--- src/rtl/wresp_mon_pkg.sv ---
package wresp_mon_pkg;
  localparam int N_HARD = 8;
  localparam int N_REC  = 2;

  // hard-error bit positions
  localparam int E_ID_HOLD   = 0;
  localparam int E_CODE_HOLD = 1;
  localparam int E_VLD_DROP  = 2;
  localparam int E_RST_VLD   = 3;
  localparam int E_NO_LAST   = 4;
  localparam int E_BAD_EXCL  = 5;
  localparam int E_UNMATCHED = 6;
  localparam int E_OVERFLOW  = 7;

  // recommendation bit positions
  localparam int W_NO_ADDR  = 0;
  localparam int W_SLOW_RDY = 1;

  localparam logic [1:0] RSP_EXCL_OK = 2'b01;
endpackage

--- src/rtl/wresp_id_tracker.sv ---
module wresp_id_tracker
  import wresp_mon_pkg::*;
#(
  parameter int ID_W  = 4,
  parameter int CNT_W = 4
) (
  input  logic            clk,
  input  logic            rst_n,
  input  logic            a_fire,
  input  logic [ID_W-1:0] a_id,
  input  logic            a_excl,
  input  logic            l_fire,
  input  logic [ID_W-1:0] l_id,
  input  logic            r_fire,
  input  logic [ID_W-1:0] r_id,
  input  logic [1:0]      r_code,
  input  logic            eot,
  output logic            flg_no_last,
  output logic            flg_no_addr,
  output logic            flg_bad_excl,
  output logic            flg_ovf,
  output logic            flg_unmatched
);
  localparam int             N_ID  = 1 << ID_W;
  localparam logic [CNT_W-1:0] C_MAX = {CNT_W{1'b1}};

  logic [N_ID-1:0] no_addr, no_last, excl_set, a_ovf, l_ovf;

  for (genvar g = 0; g < N_ID; g++) begin : g_slot
    logic [CNT_W-1:0] a_cnt, l_cnt;
    logic             ex_q;
    logic             hit_a, hit_l, hit_r, dec_a, dec_l;

    assign hit_a = a_fire && (a_id == ID_W'(g));
    assign hit_l = l_fire && (l_id == ID_W'(g));
    assign hit_r = r_fire && (r_id == ID_W'(g));
    assign dec_a = hit_r && (a_cnt != '0);
    assign dec_l = hit_r && (l_cnt != '0);

    assign a_ovf[g]    = hit_a && !dec_a && (a_cnt == C_MAX);
    assign l_ovf[g]    = hit_l && !dec_l && (l_cnt == C_MAX);
    assign no_addr[g]  = (a_cnt == '0);
    assign no_last[g]  = (l_cnt == '0);
    assign excl_set[g] = ex_q;

    always_ff @(posedge clk or negedge rst_n) begin
      if (!rst_n) begin
        a_cnt <= '0;
        l_cnt <= '0;
        ex_q  <= 1'b0;
      end else begin
        if (hit_a && !dec_a && !a_ovf[g]) a_cnt <= a_cnt + CNT_W'(1);
        else if (dec_a && !hit_a)         a_cnt <= a_cnt - CNT_W'(1);
        if (hit_l && !dec_l && !l_ovf[g]) l_cnt <= l_cnt + CNT_W'(1);
        else if (dec_l && !hit_l)         l_cnt <= l_cnt - CNT_W'(1);
        if (hit_a && a_excl) ex_q <= 1'b1;
        else if (hit_r)      ex_q <= 1'b0;
      end
    end

    AST_NO_OVERFLOW: assert property (@(posedge clk) disable iff (!rst_n)
      (a_cnt == C_MAX && hit_a && !dec_a) |=> (a_cnt == C_MAX));
  end

  assign flg_no_last   = r_fire && no_last[r_id];
  assign flg_no_addr   = r_fire && no_addr[r_id];
  assign flg_bad_excl  = r_fire && (r_code == RSP_EXCL_OK) && !excl_set[r_id];
  assign flg_ovf       = (|a_ovf) || (|l_ovf);
  assign flg_unmatched = eot && !(&no_addr);
endmodule

--- src/rtl/wresp_hs_checker.sv ---
module wresp_hs_checker
  import wresp_mon_pkg::*;
#(
  parameter int ID_W      = 4,
  parameter int MAX_WAITS = 16
) (
  input  logic            clk,
  input  logic            rst_n,
  input  logic            vld,
  input  logic            rdy,
  input  logic [ID_W-1:0] id,
  input  logic [1:0]      code,
  output logic            flg_id_hold,
  output logic            flg_code_hold,
  output logic            flg_drop,
  output logic            flg_rst_vld,
  output logic            flg_slow
);
  localparam int             WC_W  = $clog2(MAX_WAITS + 2);
  localparam logic [WC_W-1:0] W_LIM = WC_W'(MAX_WAITS);

  logic            first_q, hold_q, stall;
  logic [ID_W-1:0] id_q;
  logic [1:0]      code_q;
  logic [WC_W-1:0] wcnt_q;

  assign stall = vld && !rdy;

  always_ff @(posedge clk or negedge rst_n) begin
    if (!rst_n) begin
      first_q <= 1'b1;
      hold_q  <= 1'b0;
      id_q    <= '0;
      code_q  <= '0;
      wcnt_q  <= '0;
    end else begin
      first_q <= 1'b0;
      hold_q  <= stall;
      id_q    <= id;
      code_q  <= code;
      if (!stall)              wcnt_q <= '0;
      else if (wcnt_q != W_LIM) wcnt_q <= wcnt_q + WC_W'(1);
    end
  end

  assign flg_rst_vld   = first_q && vld;
  assign flg_drop      = hold_q && !vld;
  assign flg_id_hold   = hold_q && vld && (id != id_q);
  assign flg_code_hold = hold_q && vld && (code != code_q);
  assign flg_slow      = stall && (wcnt_q == W_LIM);
endmodule

--- src/rtl/wresp_monitor.sv ---
module wresp_monitor
  import wresp_mon_pkg::*;
#(
  parameter int ID_W      = 4,
  parameter int CNT_W     = 4,
  parameter int MAX_WAITS = 16
) (
  input  logic              clk,
  input  logic              rst_n,
  input  logic              wa_vld,
  input  logic              wa_rdy,
  input  logic [ID_W-1:0]   wa_id,
  input  logic              wa_excl,
  input  logic              wd_vld,
  input  logic              wd_rdy,
  input  logic [ID_W-1:0]   wd_id,
  input  logic              wd_last,
  input  logic              rsp_vld,
  input  logic              rsp_rdy,
  input  logic [ID_W-1:0]   rsp_id,
  input  logic [1:0]        rsp_code,
  input  logic              eot,
  output logic [N_HARD-1:0] err_vec,
  output logic [N_REC-1:0]  rec_vec,
  output logic              err_any
);
  logic [N_HARD-1:0] hard_now, err_q;
  logic [N_REC-1:0]  rec_now, rec_q;
  logic              a_fire, l_fire, r_fire;

  assign a_fire = wa_vld && wa_rdy;
  assign l_fire = wd_vld && wd_rdy && wd_last;
  assign r_fire = rsp_vld && rsp_rdy;

  wresp_hs_checker #(.ID_W(ID_W), .MAX_WAITS(MAX_WAITS)) u_hs (
    .clk          (clk),
    .rst_n        (rst_n),
    .vld          (rsp_vld),
    .rdy          (rsp_rdy),
    .id           (rsp_id),
    .code         (rsp_code),
    .flg_id_hold  (hard_now[E_ID_HOLD]),
    .flg_code_hold(hard_now[E_CODE_HOLD]),
    .flg_drop     (hard_now[E_VLD_DROP]),
    .flg_rst_vld  (hard_now[E_RST_VLD]),
    .flg_slow     (rec_now[W_SLOW_RDY])
  );

  wresp_id_tracker #(.ID_W(ID_W), .CNT_W(CNT_W)) u_trk (
    .clk          (clk),
    .rst_n        (rst_n),
    .a_fire       (a_fire),
    .a_id         (wa_id),
    .a_excl       (wa_excl),
    .l_fire       (l_fire),
    .l_id         (wd_id),
    .r_fire       (r_fire),
    .r_id         (rsp_id),
    .r_code       (rsp_code),
    .eot          (eot),
    .flg_no_last  (hard_now[E_NO_LAST]),
    .flg_no_addr  (rec_now[W_NO_ADDR]),
    .flg_bad_excl (hard_now[E_BAD_EXCL]),
    .flg_ovf      (hard_now[E_OVERFLOW]),
    .flg_unmatched(hard_now[E_UNMATCHED])
  );

  always_ff @(posedge clk or negedge rst_n) begin
    if (!rst_n) begin
      err_q <= '0;
      rec_q <= '0;
    end else begin
      err_q <= err_q | hard_now;
      rec_q <= rec_q | rec_now;
    end
  end

  assign err_vec = err_q;
  assign rec_vec = rec_q;
  assign err_any = |err_q;

  AST_STICKY_HARD: assert property (@(posedge clk) disable iff (!rst_n)
    ((err_vec & $past(err_vec)) == $past(err_vec)));
  AST_RST_VLD_CAUSE: assert property (@(posedge clk) disable iff (!rst_n)
    $rose(err_vec[E_RST_VLD]) |-> $past(rsp_vld));
  AST_DROP_CAUSE: assert property (@(posedge clk) disable iff (!rst_n)
    $rose(err_vec[E_VLD_DROP]) |-> !$past(rsp_vld));
  AST_EXCL_CAUSE: assert property (@(posedge clk) disable iff (!rst_n)
    $rose(err_vec[E_BAD_EXCL]) |-> $past(rsp_vld && rsp_rdy && rsp_code == RSP_EXCL_OK));
  AST_SLOW_CAUSE: assert property (@(posedge clk) disable iff (!rst_n)
    $rose(rec_vec[W_SLOW_RDY]) |-> $past(rsp_vld && !rsp_rdy));
  AST_EOT_CAUSE: assert property (@(posedge clk) disable iff (!rst_n)
    $rose(err_vec[E_UNMATCHED]) |-> $past(eot));
endmodule

--- config.mk ---
export PLATFORM = sky130hd
export DESIGN_NAME = wresp_monitor
export DESIGN_NICKNAME = d
export VERILOG_FILES = /design/src/rtl/wresp_mon_pkg.sv /design/src/rtl/wresp_id_tracker.sv /design/src/rtl/wresp_hs_checker.sv /design/src/rtl/wresp_monitor.sv
export SDC_FILE = /design/constraint.sdc
export NUM_CORES = 1
export LEC_CHECK = 0
export BUFFER_PORTS_ARGS = -buffer_cell sky130_fd_sc_hd__buf_2
export CORE_ASPECT_RATIO = 1.2
export CORE_MARGIN = 5
export CORE_UTILIZATION = 50
export CTS_BUF_LIST = sky130_fd_sc_hd__clkbuf_4 sky130_fd_sc_hd__clkbuf_8
export DETAILED_ROUTE_END_ITERATION = 7
export PLACE_DENSITY_LB_ADDON = 0.12
export SYNTH_ARGS = -nofsm -noshare
export SYNTH_HDL_FRONTEND = slang
export SYNTH_HIERARCHICAL = 1
export SYNTH_SLANG_ARGS = --single-unit
export TNS_END_PERCENT = 5
--- constraint.sdc ---
create_clock -name clk -period 4.4 [get_ports clk]
set_input_delay 0.22 -clock clk [delete_from_list [all_inputs] [get_ports clk]]
set_output_delay 0.22 -clock clk [all_outputs]
set_load 0.05 [all_outputs]
==> impl_results.md, run 1 <==
- Endpoints failing setup: 0
- DR WL/cell: 17.41 um
- Worst-path clk slew: 0.09 ns
- Post-DP HPWL: ~17 mm
- Filler instances: 1858
- Clock tree buffer depth: 2
- Starting Density: 0.5061
- Ys flop type: dfrtp_1
- Ant. Diodes: 0
- EDFF count, synth: 0
- F_max: 0.3006 GHz
- Die Span Y: 169.6 um
- Post-synthesis cell area: roughly 11000 um2
- Worst Tran Pin Value: 0.9342 ns
- Setup TNS: 0 ns
- I/O Pins: 36
- Die Wd: around 140 um
- Syn-to-layout area delta: 8.817%
- Synth warnings: 6
- Crit share post-route: 0.7561
- Seq/Total Area, Yosys: 0.3938
- Vias/cell: 5.870
- Syn Area/Cell: 10.60 um2
- Critical path startpoint: rsp_id[2]
- Min-delay worst type: input port to flip-flop
- Reg2reg end: u_trk/g_slot[10].a_cnt[3]
- TritonCTS clock tree: done
- Dpl cell area: 11080 um2
- Layout cells sized above 1: 0.1566
- FF-to-FF path depth: 10
- Clock latency on the worst-skew pair: 0.46 ns
- Critical path class: input port to flip-flop
- Number of synthesized register bits: ~170
- Die footprint: between 20000 and 25000 um2
- Drt total wl: 23.16 mm
- GRT Residual Overflow: 0
- Initial antenna violation count: 0
- Synth async-reset ratio: 1.000
- Placer congestion estimate: 0.8537
- Nets: 1170
- Vias in the first global route: 7557
- Leakage: 4.933 nW
- CTS H-tree lvls: 4
- Pre-antenna DRT Iters: 7
- Worst setup path end: err_vec[7]
- Post-route DRC: 0
- Gr usage total: 0.2015
- Rel. slew slack: 0.3714
- Netlist cell types: 58
- I/O Buffers: 35
- Max Cap Viol: 0
- Worst Skew: between 0.01 and 0.015 ns
- Crit path max fanout: 13
- Clock sinks: 167
- CP Data Arrival Time: ~3.7 ns
- Pin count of the biggest net entering global routing: 96
- Final hold slack: 0.04044 ns
- Vias: around 7800
- Non-Filler Cell Area, Final: roughly 12000 um2
- Tmin final: 3.327 ns
- Std cell rows: 58
- Slew Limit Fails: 0
- Setup crit end kind: flip-flop
- Root Buffer: clkbuf_8
- WP data required: 4.74 ns
- Utilization after layout: 0.5508
- Starting DRC count in detailed routing: 465
- Final hold vios: 0
- Final ANT Viol Nets: 0
- Core region area: roughly 21000 um2
- RSZ-0062 raised after global routing: no
- Clock buffer count from CTS: 17
- Register-to-register setup slack: about 1.4 ns
- Net Count, Synth: 1124
- Post-Syn Instances: approximately 1000
- Pwr Density: 557.6 nW/um2
- Worst R2R Start: u_trk/g_slot[10].a_cnt[0]
- Worst Setup Start Kind: input port
- Status: finished clean
- Worst vdd ir: about 250 uV
- First-pass GRT wire length: 39.09 mm
- Post-CTS Resized: 0
## kinds of logic (layout without fill, tap and decap cells)
family | after synthesis | in the layout | share of synthesized area
adders and majority gates | 98 | 98 | 0.1381
other | 1 | 1 | 0.0003533
muxes | 75 | 75 | 0.09135
and+or+nand+nor | 370 | 370 | 0.1877
AOI/OAI and AO/OA | 156 | 156 | 0.09017
buffers and inverters | 30 | 89 | 0.01273
xor gates and xnor gates | 104 | 104 | 0.08581
DFF | 167 | 167 | 0.3938
## layer usage
layer  GRT usage  vias up  part of all wire
li1            -     3750                 -
met1      0.2816     3915              0.46
met2      0.3262      122              0.49
met3     0.03495       20             0.040
met4     0.05250        0             0.013
met5           0        -                 0
## repair_timing
item                                    CTS  global route
endpoints found under the hold margin    95             1
endpoints found under the setup margin    0             0
hold buffers                              4             1
buffers inserted                          0             0
## state kept, by name, indices dropped and copies added (netlist names)
register	flops
rec_vec	2
err_vec	8
u_hs/first_q	1
u_hs/wcnt_q	5
u_trk/g_slot.l_cnt	64
u_hs/hold_q	1
u_trk/g_slot.a_cnt	64
u_hs/code_q	2
u_trk/g_slot.ex_q	16
u_hs/id_q	4
## layout by cell type (no fill, tap or decap), types with 5 or more instances in the layout
cell type	synthesis	routed
dfrtp_1	166	166
a21oi_1	41	41
nand3_1	44	44
and2_1	7	7
ha_1	66	66
inv_1	13	13
nand3b_1	5	5
and3b_1	5	5
xor2_1	60	60
xnor2_1	44	44
nor4_1	40	40
mux2_2	55	55
clkbuf_8	0	18
mux2i_1	8	8
nand4_1	33	33
buf_2	3	34
nand2_1	85	85
fa_1	32	32
nor3_2	6	6
dlygate4sd3_1	0	5
o21ai_0	50	50
nor3_1	41	41
nor2_1	46	46
mux4_2	12	12
nand2b_1	5	5
and3_1	6	6
nor3b_1	7	7
a21o_1	32	32
a21boi_0	8	8
nor2b_1	6	6
or2_2	13	13
## worst max-delay path: stages
cell and delay (ns):
dlygate4sd3_1 0.55, buf_2 0.21, nand3b_1 0.44, nor3_1 0.50, nor3_1 0.11, or4_1 0.59, nor4_1 0.55, nand4_1 0.18
or2_2 0.32
## how the worst min path moves through the flow
stage	from	slack [ns]	depth (start not counted)	end
after floorplan	rst_n	-0.08	0	err_vec[0]
after global placement	rsp_code[1]	0.38	1	u_hs/code_q[1]
after global routing	wa_excl	0.03	3	u_trk/g_slot[13].ex_q
final	wa_excl	0.04	3	u_trk/g_slot[13].ex_q
after detailed placement	rsp_code[0]	0.38	1	u_hs/code_q[0]
after CTS	rsp_id[3]	0.002	1	u_hs/id_q[3]
## cell type report
class / instances / area, um2 / area share
Multi-Input combinational cell: 804 / 6300 / 0.5454
Sequential cell: 167 / 4180 / 0.3619
Timing Repair Buffer: 44 / 261.5 / 0.02264
Inverter: 13 / 48.80 / 0.004224
Tap cell: 270 / 337.8 / 0.02925
Clock buffer: 22 / 277.8 / 0.02405
Clock inverter: 10 / 145.1 / 0.01256
## power breakdown
group,internal (mW),leakage [nW],switching [mW],total (mW)
logic,1.25,2.68,1.07,2.32
registers,2.13,2.05,0.800,2.93
clock network,0.606,0.212,0.579,1.19
## through the flow
stage | std cells | power, mW | setup WS [ns]
after floorplan | 1001 | 4.653 | 1.854
after global placement | 1293 | 5.199 | 1.015
after detailed placement | 1293 | 5.280 | 1.061
after CTS | 1329 | 6.500 | 1.187
after global routing | 1330 | 7.044 | 0.9892
final | 1330 | 6.441 | 1.073
## synthesized netlist by cell type, drive strengths merged, types with 2 or more instances
cell type | number | area share
and3b | 5 | 0.0041
a31oi | 2 | 0.0012
o21a | 4 | 0.0028
nand3 | 44 | 0.021
nand4 | 33 | 0.019
a21o | 32 | 0.023
o22ai | 2 | 0.0012
or3 | 3 | 0.0018
nand2 | 85 | 0.030
mux2i | 8 | 0.0075
ha | 66 | 0.078
o211a | 2 | 0.0019
clkbuf | 9 | 0.0032
mux4 | 12 | 0.025
o21ai | 50 | 0.024
nand2b | 5 | 0.0029
or3b | 3 | 0.0027
a21oi | 42 | 0.020
and3 | 6 | 0.0035
xor2 | 60 | 0.050
nor3 | 47 | 0.025
nor2 | 46 | 0.016
inv | 13 | 0.0046
dfrtp | 166 | 0.39
o31ai | 4 | 0.0028
or2 | 13 | 0.0077
mux2 | 55 | 0.058
fa | 32 | 0.060
nand3b | 5 | 0.0035
a21boi | 10 | 0.0071
or4 | 4 | 0.0028
buf | 8 | 0.0050
and2 | 7 | 0.0041
a22o | 3 | 0.0025
and4 | 4 | 0.0033
nor2b | 6 | 0.0035
nor3b | 7 | 0.0050
nor4 | 43 | 0.027
xnor2 | 44 | 0.036
(Power assumes the default switching activity.)
==> inputs of run 2 (changes only) <==
Clock period 4.4 ns to 3.4 ns, I/O delays scaled along.
==> impl_results.md, run 2 (synthesis results as in run 1) <==
- Die footprint: roughly 24000 um2
- I/O Buffers: 35
- Leakage: 4.999 nW
- Pin count of the biggest net entering global routing: 87
- Layout cells sized above 1: 0.1713
- CTS H-tree lvls: 4
- Clock tree buffer depth: 2
- Nets: 1190
- Clock sinks: 167
- Post-DP HPWL: 18.20 mm
- Status: finished clean
- I/O Pins: 36
- Clock latency on the worst-skew pair: 0.47 ns
- Crit path max fanout: 14
- Crit share post-route: 0.8948
- Syn-to-layout area delta: 9.736%
- Rel. slew slack: 0.4408
- Final setup margin: 0.3578 ns
- Ant. Diodes: 0
- Pre-antenna DRT Iters: 5
- Setup crit end kind: flip-flop
- Setup TNS: 0 ns
- Utilization after layout: 0.5554
- F_max: 0.3287 GHz
- Top flop regs: u_trk/g_slot.a_cnt (64), u_trk/g_slot.l_cnt (64), u_trk/g_slot.ex_q (16)
- Worst-path clk slew: ~0.090 ns
- Worst R2R Start: u_trk/g_slot[10].a_cnt[0]
- Min-delay worst type: input port to flip-flop
- Commonest non-fill, non-tap cell in the layout: dfrtp_1
- Clock buffer count from CTS: 17
- Vias in the first global route: 7625
- Max Cap Viol: 0
- Starting DRC count in detailed routing: 552
- Die Wd: ~140 um
- CP Data Arrival Time: 3.40 ns
- Met2 Track Usage GR: 0.3240
- Buffers inserted by post-CTS timing repair: 0
- Grt met3 use: 0.03354
- WP data required: between 3 and 4 ns
- Core region area: 20970 um2
- Std cell rows: 58
- Reg2reg end: u_trk/g_slot[10].a_cnt[3]
- Initial antenna violation count: 0
- Drt total wl: 23.57 mm
- Met1 GRT Util: 0.2855
- Placer congestion estimate: 0.8443
- Final Total Pwr: 8.232 mW
- Vias: 7776
- Post-route DRC: 0
- Post-CTS Resized: 0
- First-pass GRT wire length: 39.72 mm
- Final hold vios: 0
- Critical path class: input port to flip-flop
- Final ANT Viol Nets: 0
- Critical path startpoint: rsp_id[3]
- # hold bufs at CTS: 6
- RSZ-0062 raised after global routing: no
- Starting Density: 0.5061
- GRT Residual Overflow: 0
- Register-to-register setup slack: 0.46 ns
- Worst Setup Start Kind: input port
- Pwr Density: 706.7 nW/um2
- FF-to-FF path depth: 10
- Worst Tran Pin Value: approximately 0.83 ns
- DR WL/cell: 17.46 um
- Commonest non-fill, non-tap cells in the layout: dfrtp_1, nand2_1, ha_1
- Tmin final: 3.042 ns
- Worst vdd ir: 314.8 uV
- Slew Limit Fails: 0
- DP Worst Slack: 0.3041 ns
- Vias/cell: 5.760
- Worst setup path end: err_vec[7]
- GR peak layer: met2
- Root Buffer: clkbuf_8
- TritonCTS clock tree: done
- Worst Skew: between 0.009 and 0.01 ns
- Gr usage total: 0.2043
- Die Span Y: approximately 170 um
- Endpoints failing setup: 0
run 2: cell types whose count changed in the layout (fill, tap and decap cells not counted), sizes merged:
cell,previous run,this run
bufinv,3,0
inv,15,19
clkinv,3,5
clkbuf,22,18
buf,39,58
clkinvlp,2,3
dlygate4sd3,5,6
run 2: report_power, final:
group | internal [mW] | total (mW) | switching [mW]
logic | 1.68 | 3.09 | 1.40
clock network | 0.529 | 1.34 | 0.814
registers | 2.76 | 3.80 | 1.04
run 2: layer usage:
metal  up-vias  wire [um]
li1       3789          -
met1      3822      11050
met2       128      11020
met3        37        886
met4         0        601
met5         -          0
run 2: metrics by stage:
step	hold WS, ns	area, um2	instances
6_report	0.06002	11650	1350
5_1_grt	0.04720	11650	1350
4_1_cts	0.03949	11650	1350
3_5_place_dp	0.3011	11230	1312
3_3_place_gp	0.3011	11230	1312
2_1_floorplan	-0.1256	10620	1001
run 2: cell type report:
class | instances | area [um2]
Timing Repair Buffer | 64 | 426.7
Clock inverter | 14 | 113.9
Inverter | 13 | 48.80
Multi-Input combinational cell | 804 | 6300
Clock buffer | 18 | 241.5
Fill cell | 1896 | 9324
Sequential cell | 167 | 4180
Tap cell | 270 | 337.8
run 2: how the worst min path moves through the flow:
stage                  from                        to  slack [ns]  depth (start not counted)
floorplan             rst_n                err_vec[0]       -0.13                          0
global placement      rst_n  u_trk/g_slot[9].a_cnt[0]        0.30                          1
detailed placement    rst_n  u_trk/g_slot[9].a_cnt[0]        0.30                          1
CTS                 rsp_vld                err_vec[2]        0.04                          3
global route        rsp_vld                err_vec[2]        0.05                          3
finish              rsp_vld                err_vec[3]        0.06                          3
run 2: worst max-delay path: stages:
cell           delay [ns]
dlygate4sd3_1        0.52
buf_2                0.22
nand3b_1             0.35
buf_4                0.26
nor4_1               0.46
nor3_1               0.19
nor4_1               0.58
and3_1               0.26
nand4_1              0.07
or2_2                0.30
